**src/rtl/mw_pkg.sv**
```systemverilog
package mw_pkg;

  typedef enum logic [2:0] {
    ST_IDLE,
    ST_OPC,
    ST_ADR,
    ST_DAT,
    ST_RD,
    ST_STAT,
    ST_DONE
  } mw_state_e;

  // command codes, decoded from the two bits after the start bit
  localparam logic [1:0] OP_EXT   = 2'b00;
  localparam logic [1:0] OP_WRITE = 2'b01;
  localparam logic [1:0] OP_READ  = 2'b10;
  localparam logic [1:0] OP_ERASE = 2'b11;

  // extended commands, taken from the top two address bits under OP_EXT
  localparam logic [1:0] EX_LOCK   = 2'b00;
  localparam logic [1:0] EX_WRALL  = 2'b01;
  localparam logic [1:0] EX_ERALL  = 2'b10;
  localparam logic [1:0] EX_UNLOCK = 2'b11;

endpackage

```
**src/rtl/mw_sync.sv**
```systemverilog
module mw_sync #(
  parameter int W      = 3,
  parameter int STAGES = 2
) (
  input  logic         clk,
  input  logic         rst,
  input  logic [W-1:0] d_i,
  output logic [W-1:0] q_o
);

  logic [STAGES-1:0][W-1:0] chain_q;

  always_ff @(posedge clk) begin
    if (rst) begin
      chain_q <= '0;
    end else begin
      chain_q[0] <= d_i;
      for (int s = 1; s < STAGES; s++) begin
        chain_q[s] <= chain_q[s-1];
      end
    end
  end

  assign q_o = chain_q[STAGES-1];

endmodule

```
**src/rtl/mw_prog_timer.sv**
```systemverilog
module mw_prog_timer #(
  parameter int LEN   = 200,
  parameter int WORDS = 64,
  localparam int EW   = $clog2(LEN + 1),
  localparam int IW   = $clog2(WORDS)
) (
  input  logic          clk,
  input  logic          rst,
  input  logic          start_i,
  input  logic          sweep_i,
  output logic          busy_o,
  output logic          we_o,
  output logic [IW-1:0] idx_o
);

  logic [EW-1:0] el_q;
  logic          busy_q;

  always_ff @(posedge clk) begin
    if (rst) begin
      busy_q <= 1'b0;
      el_q   <= '0;
    end else if (start_i) begin
      busy_q <= 1'b1;
      el_q   <= '0;
    end else if (busy_q) begin
      if (el_q == EW'(LEN - 1)) begin
        busy_q <= 1'b0;
      end else begin
        el_q <= el_q + EW'(1);
      end
    end
  end

  // single-word commands write in the first cycle; array commands sweep one word per cycle
  assign we_o   = busy_q && (sweep_i ? (el_q < EW'(WORDS)) : (el_q == '0));
  assign idx_o  = el_q[IW-1:0];
  assign busy_o = busy_q;


  start_idle_chk: assert property (@(posedge clk) disable iff (rst) start_i |-> !busy_q);

endmodule

```
**src/rtl/mw_wordram.sv**
```systemverilog
module mw_wordram #(
  parameter int WORDS = 64,
  parameter int WIDTH = 16,
  localparam int AW   = $clog2(WORDS),
  localparam int HW   = WIDTH / 2
) (
  input  logic             clk,
  input  logic             we_i,
  input  logic [1:0]       be_i,
  input  logic [AW-1:0]    waddr_i,
  input  logic [WIDTH-1:0] wdata_i,
  input  logic [AW-1:0]    raddr_i,
  output logic [WIDTH-1:0] rdata_o
);

  logic [WIDTH-1:0] mem [WORDS];

  always_ff @(posedge clk) begin
    for (int h = 0; h < 2; h++) begin
      if (we_i && be_i[h]) begin
        mem[waddr_i][h*HW +: HW] <= wdata_i[h*HW +: HW];
      end
    end
    rdata_o <= mem[raddr_i];
  end

endmodule

```
**src/rtl/mw_eeprom_dev.sv**
```systemverilog
module mw_eeprom_dev
  import mw_pkg::*;
#(
  parameter int WORDS       = 64,
  parameter int WIDTH       = 16,
  parameter int PROG_CYCLES = 200,
  parameter int SYNC_STAGES = 2
) (
  input  logic clk,
  input  logic rst,
  input  logic chip_sel_i,
  input  logic shift_clk_i,
  input  logic ser_in_i,
  input  logic wide_org_i,
  output logic ser_out_o,
  output logic ser_out_en_o
);

  localparam int AW16 = $clog2(WORDS);
  localparam int AW8  = AW16 + 1;
  localparam int HW   = WIDTH / 2;
  localparam int CW   = $clog2(WIDTH + 1);
  localparam int PLEN = (PROG_CYCLES < WORDS) ? WORDS : PROG_CYCLES;

  // input resynchronization and edge detection
  logic [2:0] sync_q;
  logic       cs_s, sck_s, di_s, cs_d, sck_d, cs_rise, sck_rise;

  mw_sync #(.W(3), .STAGES(SYNC_STAGES)) u_sync (
    .clk (clk),
    .rst (rst),
    .d_i ({chip_sel_i, shift_clk_i, ser_in_i}),
    .q_o (sync_q)
  );

  assign {cs_s, sck_s, di_s} = sync_q;

  always_ff @(posedge clk) begin
    if (rst) begin
      cs_d  <= 1'b0;
      sck_d <= 1'b0;
    end else begin
      cs_d  <= cs_s;
      sck_d <= sck_s;
    end
  end

  assign cs_rise  = cs_s & ~cs_d;
  assign sck_rise = sck_s & ~sck_d;

  // instruction state
  mw_state_e        st_q;
  logic [CW-1:0]    cnt_q;
  logic [1:0]       opc_q;
  logic [AW8-1:0]   adr_q;
  logic [WIDTH-2:0] dat_q;
  logic             x16_q, wen_q;

  // programming request
  logic             go_q, sweep_q;
  logic [1:0]       wbe_q;
  logic [WIDTH-1:0] wdata_q;
  logic [AW16-1:0]  waddr_q;

  // decode helpers
  logic [AW8-1:0]   adr_n;
  logic [WIDTH-1:0] dat_n, dat_rep, rd_q, rd_top, rd_mask;
  logic [CW-1:0]    aw_last, dw_last, dw_full;
  logic [1:0]       ext_n, be_n, be_q;
  logic [AW16-1:0]  wa_n, wa_q, tmr_idx, ram_waddr;
  logic             rd_bit, tmr_busy, tmr_we;

  assign adr_n   = {adr_q[AW8-2:0], di_s};
  assign dat_n   = {dat_q, di_s};
  assign aw_last = x16_q ? CW'(AW16 - 1) : CW'(AW8 - 1);
  assign dw_last = x16_q ? CW'(WIDTH - 1) : CW'(HW - 1);
  assign dw_full = x16_q ? CW'(WIDTH) : CW'(HW);
  assign ext_n   = x16_q ? adr_n[AW16-1 -: 2] : adr_n[AW8-1 -: 2];
  assign wa_n    = x16_q ? adr_n[AW16-1:0] : adr_n[AW8-1:1];
  assign wa_q    = x16_q ? adr_q[AW16-1:0] : adr_q[AW8-1:1];
  assign be_n    = x16_q ? 2'b11 : (adr_n[0] ? 2'b10 : 2'b01);
  assign be_q    = x16_q ? 2'b11 : (adr_q[0] ? 2'b10 : 2'b01);
  assign dat_rep = x16_q ? dat_n : {dat_n[HW-1:0], dat_n[HW-1:0]};

  // read path: selected word or byte aligned to the MSB, picked bit by a walking mask
  assign rd_top  = x16_q ? rd_q
                         : {(adr_q[0] ? rd_q[WIDTH-1:HW] : rd_q[HW-1:0]), {HW{1'b0}}};
  assign rd_mask = {1'b1, {(WIDTH-1){1'b0}}} >> cnt_q;
  assign rd_bit  = |(rd_top & rd_mask);

  mw_prog_timer #(.LEN(PLEN), .WORDS(WORDS)) u_timer (
    .clk     (clk),
    .rst     (rst),
    .start_i (go_q),
    .sweep_i (sweep_q),
    .busy_o  (tmr_busy),
    .we_o    (tmr_we),
    .idx_o   (tmr_idx)
  );

  assign ram_waddr = sweep_q ? tmr_idx : waddr_q;

  mw_wordram #(.WORDS(WORDS), .WIDTH(WIDTH)) u_ram (
    .clk     (clk),
    .we_i    (tmr_we),
    .be_i    (sweep_q ? 2'b11 : wbe_q),
    .waddr_i (ram_waddr),
    .wdata_i (wdata_q),
    .raddr_i (wa_q),
    .rdata_o (rd_q)
  );

  always_ff @(posedge clk) begin
    if (rst) begin
      st_q         <= ST_IDLE;
      cnt_q        <= '0;
      opc_q        <= '0;
      adr_q        <= '0;
      dat_q        <= '0;
      x16_q        <= 1'b0;
      wen_q        <= 1'b0;
      go_q         <= 1'b0;
      sweep_q      <= 1'b0;
      wbe_q        <= '0;
      wdata_q      <= '0;
      waddr_q      <= '0;
      ser_out_o    <= 1'b0;
      ser_out_en_o <= 1'b0;
    end else begin
      go_q <= 1'b0;
      if (!cs_s) begin
        st_q         <= ST_IDLE;
        ser_out_o    <= 1'b0;
        ser_out_en_o <= 1'b0;
      end else if (cs_rise) begin
        ser_out_o    <= 1'b0;
        ser_out_en_o <= tmr_busy;
        st_q         <= tmr_busy ? ST_STAT : ST_IDLE;
      end else begin
        case (st_q)
          ST_STAT: ser_out_o <= !tmr_busy;
          ST_IDLE: if (sck_rise && di_s && !tmr_busy) begin
            st_q  <= ST_OPC;
            cnt_q <= '0;
            adr_q <= '0;
            x16_q <= wide_org_i;
          end
          ST_OPC: if (sck_rise) begin
            opc_q <= {opc_q[0], di_s};
            if (cnt_q != '0) begin
              st_q  <= ST_ADR;
              cnt_q <= '0;
            end else begin
              cnt_q <= cnt_q + CW'(1);
            end
          end
          ST_ADR: if (sck_rise) begin
            adr_q <= adr_n;
            if (cnt_q == aw_last) begin
              cnt_q <= '0;
              case (opc_q)
                OP_READ: begin
                  st_q         <= ST_RD;
                  ser_out_o    <= 1'b0;
                  ser_out_en_o <= 1'b1;
                end
                OP_WRITE: st_q <= ST_DAT;
                OP_ERASE: begin
                  st_q    <= ST_DONE;
                  go_q    <= wen_q;
                  sweep_q <= 1'b0;
                  wbe_q   <= be_n;
                  wdata_q <= '1;
                  waddr_q <= wa_n;
                end
                default: begin
                  st_q <= ST_DONE;
                  case (ext_n)
                    EX_UNLOCK: wen_q <= 1'b1;
                    EX_LOCK:   wen_q <= 1'b0;
                    EX_ERALL: begin
                      go_q    <= wen_q;
                      sweep_q <= 1'b1;
                      wdata_q <= '1;
                    end
                    default: st_q <= ST_DAT;
                  endcase
                end
              endcase
            end else begin
              cnt_q <= cnt_q + CW'(1);
            end
          end
          ST_DAT: if (sck_rise) begin
            dat_q <= dat_n[WIDTH-2:0];
            if (cnt_q == dw_last) begin
              st_q    <= ST_DONE;
              go_q    <= wen_q;
              sweep_q <= (opc_q == OP_EXT);
              wbe_q   <= be_q;
              wdata_q <= dat_rep;
              waddr_q <= wa_q;
            end else begin
              cnt_q <= cnt_q + CW'(1);
            end
          end
          ST_RD: if (sck_rise) begin
            if (cnt_q == dw_full) begin
              st_q         <= ST_DONE;
              ser_out_o    <= 1'b0;
              ser_out_en_o <= 1'b0;
            end else begin
              ser_out_o <= rd_bit;
              cnt_q     <= cnt_q + CW'(1);
            end
          end
          default: ;
        endcase
      end
    end
  end


  oe_off_chk: assert property (@(posedge clk) disable iff (rst) !cs_s |=> !ser_out_en_o);


  prog_needs_en_chk: assert property (@(posedge clk) disable iff (rst) tmr_we |-> wen_q);


  read_not_busy_chk: assert property (@(posedge clk) disable iff (rst)
    (st_q == ST_RD) |-> !tmr_busy);

endmodule

```
**config.mk**
```make
export PLATFORM = sky130hd
export DESIGN_NAME = mw_eeprom_dev
export DESIGN_NICKNAME = d
export VERILOG_FILES = /design/src/rtl/mw_pkg.sv /design/src/rtl/mw_sync.sv /design/src/rtl/mw_prog_timer.sv /design/src/rtl/mw_wordram.sv /design/src/rtl/mw_eeprom_dev.sv
export SDC_FILE = /design/constraint.sdc
export NUM_CORES = 1
export LEC_CHECK = 0
export BUFFER_PORTS_ARGS = -buffer_cell sky130_fd_sc_hd__buf_4
export CORE_ASPECT_RATIO = 1.1
export CORE_UTILIZATION = 50
export DETAILED_ROUTE_END_ITERATION = 16
export PLACE_DENSITY_LB_ADDON = 0.12
export SLEW_MARGIN = 20
export SYNTH_ARGS = -nofsm -noshare
export SYNTH_HDL_FRONTEND = slang
export SYNTH_SLANG_ARGS = --single-unit
```
**constraint.sdc**
```tcl
create_clock -name clk -period 3.4 [get_ports clk]
set_clock_uncertainty 0.05 [all_clocks]
set_input_delay 0.68 -clock clk [delete_from_list [all_inputs] [get_ports clk]]
set_output_delay 0.68 -clock clk [all_outputs]
set_load 0.03 [all_outputs]
```
==> qor.csv, run 1 <==
metric;value;unit
drt first pass iters;5;
synthesis-stage register bit count;1119;
internal power;22.1;mW
Post-synth EDFFs;1024;
outcome;complete, no violations;
Setup CP Type;reg -> reg;
fin util;57.7;%
Sw Pwr;5.41;mW
CTS max path bufs;3;
Max-cap violations;0;
crit start category;flip-flop;
H-tree depth;3;
GR Overflow Total;0;
PD cells;473;nW/um^2
Rows;122;
Synthesis Warnings;0;
CTS tree;built;
fill cell count;7934;
Worst EP arrival;3.90;ns
critical path fanouts, max;34;
fin nets;3840;
Avg Inst Size Synth;13.9;sq um
via count of the first global-routing pass;34900;
routed vias;35000;
Data required, critical path;3.98;ns
ant diodes;0;
ys async rst share;0;%
Reg area;32700;sq um
core area;101000;sq um
Worst R2R Setup Slack;0.08;ns
WL final;164000;microns
worst rel slew slack;18.7;%
final setup vio count;0;
Die ar.;103000;sq um
initial cell density of the core;50.6;%
Synth Flop Type;edfxtp_1;
Max Freq;301;MHz
Global Route Usage Sum;31.6;%
part of the Yosys area used for sequential elements;64.1;%
leak pwr;18.2;nW
WHS;0.110;ns
RSZ-0062 raised after global routing;false;
Die X-Extent;306;microns
Final HPWL DP;106000;microns
Clk network pwr share;46.1;%
# port buffers;7;
slew at the pin with the worst max-slew slack;1.22;ns
sw frac;19.7;%
Hold Buf Count CTS;0;
Final period util;97.7;%
largest net degree at the start of global routing;106;
CTS buffer count;113;
first-pass GRT wire length;237000;microns
Mapped Cells;3663;
DRC Markers;0;
most frequent cells in the layout;1024 x edfxtp_1, 382 x mux2i_1, 316 x nor2_1;
Max IR drop VDD;0.470;mV
Placed Cells;5003;
initial antenna violation count;2;
routability cong.;0.919;
remaining antenna violation count after routing;0;
DR vias/cell;6.72;
min-delay worst type;in -> reg;
fin cells;5214;
multi-input logic area;17000;sq um
Logic pwr share;0.1;%
Synth cell types;76;
P&R area growth vs syn;14.1;%
insertion delay to the later sink of the worst-skew pair;0.73;ns
post-synthesis instance area;51000;sq um
WL per Instance;31.4;microns
max-slew violations;0;
root buf cell;clkbuf_16;
syn nets;3685;
commonest non-fill, non-tap cell in the layout;edfxtp_1;
I/O pins;8;
Sequential Power Share;53.8;%
DR iter-0 viols;4201;
Fin. Hold Viols;0;
clock-pin slew on the worst setup and hold paths;0.07;ns
Final min period;3.32;ns
share of cells above drive strength 1;19.5;%
die height;337;microns
Worst Setup End Kind;flip-flop;
clk sinks;1119;
critical path, stage by stage, from the launching register on:
cell,delay (ns)
dfxtp_4,0.53
buf_12,0.29
nand2b_4,0.57
buf_12,0.31
buf_4,0.19
o22ai_1,0.07
a21oi_1,0.14
o211ai_1,0.16
a311oi_1,0.63
o21bai_1,0.20
layer usage:
layer	track usage [%]	part of all wire, %	vias to the layer above
li1	-	-	15000
met1	42.1	40	17800
met2	51.0	47	1850
met3	5.18	8.6	349
met4	14.1	4.4	0
met5	0	0	-
final cells by class:
type,count,share of cell area [%]
sequential,1119,56.3
multi-input combinational,2229,29.3
timing repair buffer,333,5.01
clock buffer,125,5.00
tap,1302,2.80
clock inverter,84,1.47
inverter,22,0.142
Yosys cell counts, drive strengths merged (5+ instances only):
master	n	area, sq um
a221oi	17	149
nand4	13	81.3
o32ai	25	219
a41oi	9	78.8
clkbuf	165	619
or2	7	43.8
a21oi	230	1150
a221o	15	150
o21bai	5	37.5
ha	16	200
o211ai	43	323
and2	5	31.3
o21a	61	458
o221ai	62	543
o22ai	153	957
nor4	13	81.3
nand3b	5	37.5
nand3	41	205
xor2	6	52.6
a31oi	15	93.8
nor3	47	235
o21ai	92	460
a22o	8	70.1
o221a	47	529
a22oi	12	90.1
nand2	116	435
inv	21	78.8
o41ai	7	61.3
a2111oi	5	66.3
nor2b	18	113
nor3b	7	52.6
o311ai	8	70.1
nand2b	12	75.1
a311oi	6	52.6
a2bb2oi	63	552
mux4	80	1800
dfxtp	95	1900
mux2	79	893
o22a	37	324
mux2i	384	3840
buf	128	674
a211oi	93	698
nand4b	5	43.8
edfxtp	1024	30700
nor2	318	1190
logic make-up (layout without fill, tap and decap cells):
group                      count (synthesis)  in the layout  share of synthesized area, %
AOI/OAI and AO/OA                       1036           1036                          14.4
DFF                                     1119           1119                          64.1
xor gates and xnor gates                   9              9                         0.155
buffers and inverters                    315            564                          2.70
adders and majority gates                 16             16                         0.393
and+or+nand+nor                          625            625                          5.43
muxes                                    543            543                          12.8
flip-flops by register name (all words and copies together) (netlist names):
name	flops
adr_q	7
cnt_q	5
cs_d	1
dat_q	15
go_q	1
opc_q	2
sck_d	1
ser_out_en_o	1
ser_out_o	1
st_q	3
sweep_q	1
u_ram.mem	1024
u_ram.rdata_o	16
u_sync.chain_q	3
u_sync.q_o	3
u_timer.busy_o	1
u_timer.el_q	8
waddr_q	6
wbe_q	2
wdata_q	16
wen_q	1
x16_q	1
timing repair:
action / 4_1_cts / 5_1_grt
resized for setup: 4 / 2
pin swaps: 0 / 1
buffers inserted: 0 / 2
endpoints found under the setup margin: 3 / 10
metrics by stage:
step	power [mW]	setup TNS (ns)	setup WS (ns)	cell area, sq um
2_1_floorplan	15.1	0	0.543	51000
5_1_grt	28.1	0	0.0149	58100
4_1_cts	27.6	0	0.0545	58100
6_report	27.5	0	0.0799	58100
3_3_place_gp	15.1	-0.466	-0.328	54300
3_5_place_dp	15.1	-0.239	-0.124	54300
power by group through the flow:
stage               Combinational [mW]  Sequential, mW  Clock (mW)
floorplan                       0.0197            15.1           0
global placement                0.0301            15.1           0
detailed placement              0.0308            15.1           0
CTS                             0.0309            14.8        12.8
global route                    0.0333            14.8        13.3
finish                          0.0309            14.8        12.7
worst paths after layout:
check,start,endpoint,cells after the start
min reg2reg,u_sync.chain_q[0],u_sync.q_o[0],1
max reg2reg,adr_q[1],u_ram.rdata_o[9],9
min,chip_sel_i,u_sync.chain_q[2],2
max,adr_q[1],u_ram.rdata_o[9],9
(Power assumes the default switching activity.)
==> run 2, diff against run 1 <==
Settings changed: CORE_UTILIZATION 50 to 35.
Clock period 3.4 ns to 4.05 ns, I/O delays scaled along.
==> qor.csv, run 2 (synthesis gave the netlist of run 1 again) <==
metric;value;unit
first-pass GRT wire length;246000;microns
fin nets;3819;
leak pwr;18.2;nW
Hold Startpoint;shift_clk_i;
largest net degree at the start of global routing;127;
remaining antenna violation count after routing;0;
final setup vio count;0;
met1 Usage GRT;31.3;%
placed cell area;54800;sq um
most frequent cells in the layout;1024 x edfxtp_1, 382 x mux2i_1, 317 x nor2_1;
GR Overflow Total;0;
root buf cell;clkbuf_16;
max reg flops;1024;
Global Route Usage Sum;22.8;%
Worst EP arrival;4.04;ns
min-delay worst type;in -> reg;
Max Freq;285;MHz
Final min period;3.51;ns
Post-CTS Setup Bufs;0;
routability cong.;0.837;
WHS Endpoint;u_sync.chain_q[1];
Design Power;24.1;mW
DR vias/cell;5.89;
CTS max path bufs;3;
PD cells;409;nW/um^2
WHS;0.229;ns
layer with the highest usage;met2;
core area;144000;sq um
Final HPWL DP;108000;microns
Fin. Hold Viols;0;
# port buffers;7;
clock-pin slew on the worst setup and hold paths;0.06;ns
crit start category;flip-flop;
critical path fanouts, max;83;
Max-cap violations;0;
Hold Path Cell Cnt;2;
Max IR drop VDD;0.363;mV
CTS buffer count;118;
internal power;19.4;mW
Logic pwr share;0.1;%
Post-Layout Inst Area;59000;sq um
R2R cell count;7;
commonest non-fill, non-tap cell in the layout;edfxtp_1;
max-slew violations;0;
biggest regs;u_ram.mem: 1024 flops, u_ram.rdata_o: 16 flops, wdata_q: 16 flops;
via count of the first global-routing pass;34000;
routed vias;34300;
Worst Setup End Kind;flip-flop;
Die X-Extent;366;microns
post-cts gate resize count;0;
Setup CP Type;reg -> reg;
slew at the pin with the worst max-slew slack;1.08;ns
WL per Instance;29.4;microns
H-tree depth;3;
I/O pins;8;
worst rel slew slack;28.2;%
Post-Route Setup TNS;0;ns
Sw Pwr;4.76;mW
RSZ-0062 raised after global routing;false;
Die ar.;147000;sq um
Final period util;86.7;%
insertion delay to the later sink of the worst-skew pair;0.77;ns
R2R Path End;u_ram.rdata_o[10];
drt first pass iters;7;
sw frac;19.7;%
DR iter-0 viols;3295;
initial antenna violation count;5;
Largest Register;u_ram.mem;
initial cell density of the core;35.3;%
Clk network pwr share;48.5;%
die height;402;microns
Sequential Power Share;51.4;%
outcome;complete, no violations;
clk sinks;1119;
FF-to-FF Start;adr_q[0];
CTS tree;built;
Rows;146;
Data required, critical path;4.58;ns
met3 usage;2.87;%
met2 Use GR;37.3;%
Hold Buf Count CTS;0;
P&R area growth vs syn;15.7;%
share of cells above drive strength 1;19.2;%
DRC Markers;0;
WL final;171000;microns
Worst R2R Setup Slack;0.54;ns
[run 2: cell types whose count changed in the layout (fill, tap and decap cells not counted), moves of 3 or more]
cell / delta
a2111oi_1: +3
a2111oi_2: -4
buf_12: -13
buf_4: -13
bufinv_16: +6
clkbuf_1: +9
clkbuf_16: +6
clkbuf_8: +9
clkinv_1: -9
clkinvlp_4: -5
dfxtp_2: +6
dfxtp_4: -6
[run 2: routing by layer]
| layer | vias up | part of all wire, % |
|---|---|---|
| li1 | 15000 | - |
| met1 | 17900 | 44 |
| met2 | 1183 | 48 |
| met3 | 250 | 5.6 |
| met4 | 0 | 3.0 |
| met5 | - | 0 |
[run 2: layout make-up]
| cell class | instances | area (sq um) |
|---|---|---|
| clock inverters | 74 | 972 |
| clock buffers | 149 | 3210 |
| well taps | 1924 | 2410 |
| flip-flops and latches | 1119 | 32700 |
| fillers | 13400 | 85300 |
| inverters | 22 | 83.8 |
| multi-input cells | 2229 | 17000 |
| diodes | 1 | 2.50 |
| repair buffers | 307 | 2550 |
[run 2: through the flow]
| stage | setup WS [ns] | utilization (%) | std cells |
|---|---|---|---|
| after floorplan | 1.19 | - | 3663 |
| after global placement | 0.625 | 38.0 | 5601 |
| after detailed placement | 0.595 | 38.0 | 5601 |
| after CTS | 0.589 | 40.9 | 5824 |
| after global routing | 0.296 | 40.9 | 5824 |
| final | 0.540 | 40.9 | 5825 |
[run 2: worst max path at each step]
stage,cells past startpoint,to,slack [ns],from
5_1_grt,7,u_ram.rdata_o[10],0.30,adr_q[0]
4_1_cts,7,u_ram.rdata_o[10],0.59,adr_q[0]
3_5_place_dp,7,u_ram.rdata_o[10],0.59,adr_q[0]
3_3_place_gp,7,u_ram.rdata_o[10],0.63,adr_q[0]
2_1_floorplan,12,wdata_q[13],1.19,x16_q
6_report,7,u_ram.rdata_o[10],0.54,adr_q[0]
[run 2: critical path, cell delays in order, from the launching register on]
cell,delay [ns]
dfxtp_4,0.49
buf_12,0.45
buf_4,0.55
mux2_2,0.39
o221ai_1,0.17
a21oi_1,0.10
o41ai_1,0.81
o311ai_1,0.20
[run 2: power by group through the flow]
stage | Sequential (mW) | Combinational (mW) | Clock, mW
after floorplan | 12.7 | 0.0166 | 0
after global placement | 12.7 | 0.0272 | 0
after detailed placement | 12.7 | 0.0270 | 0
after CTS | 12.4 | 0.0270 | 11.9
after global routing | 12.4 | 0.0288 | 12.3
final | 12.4 | 0.0263 | 11.7
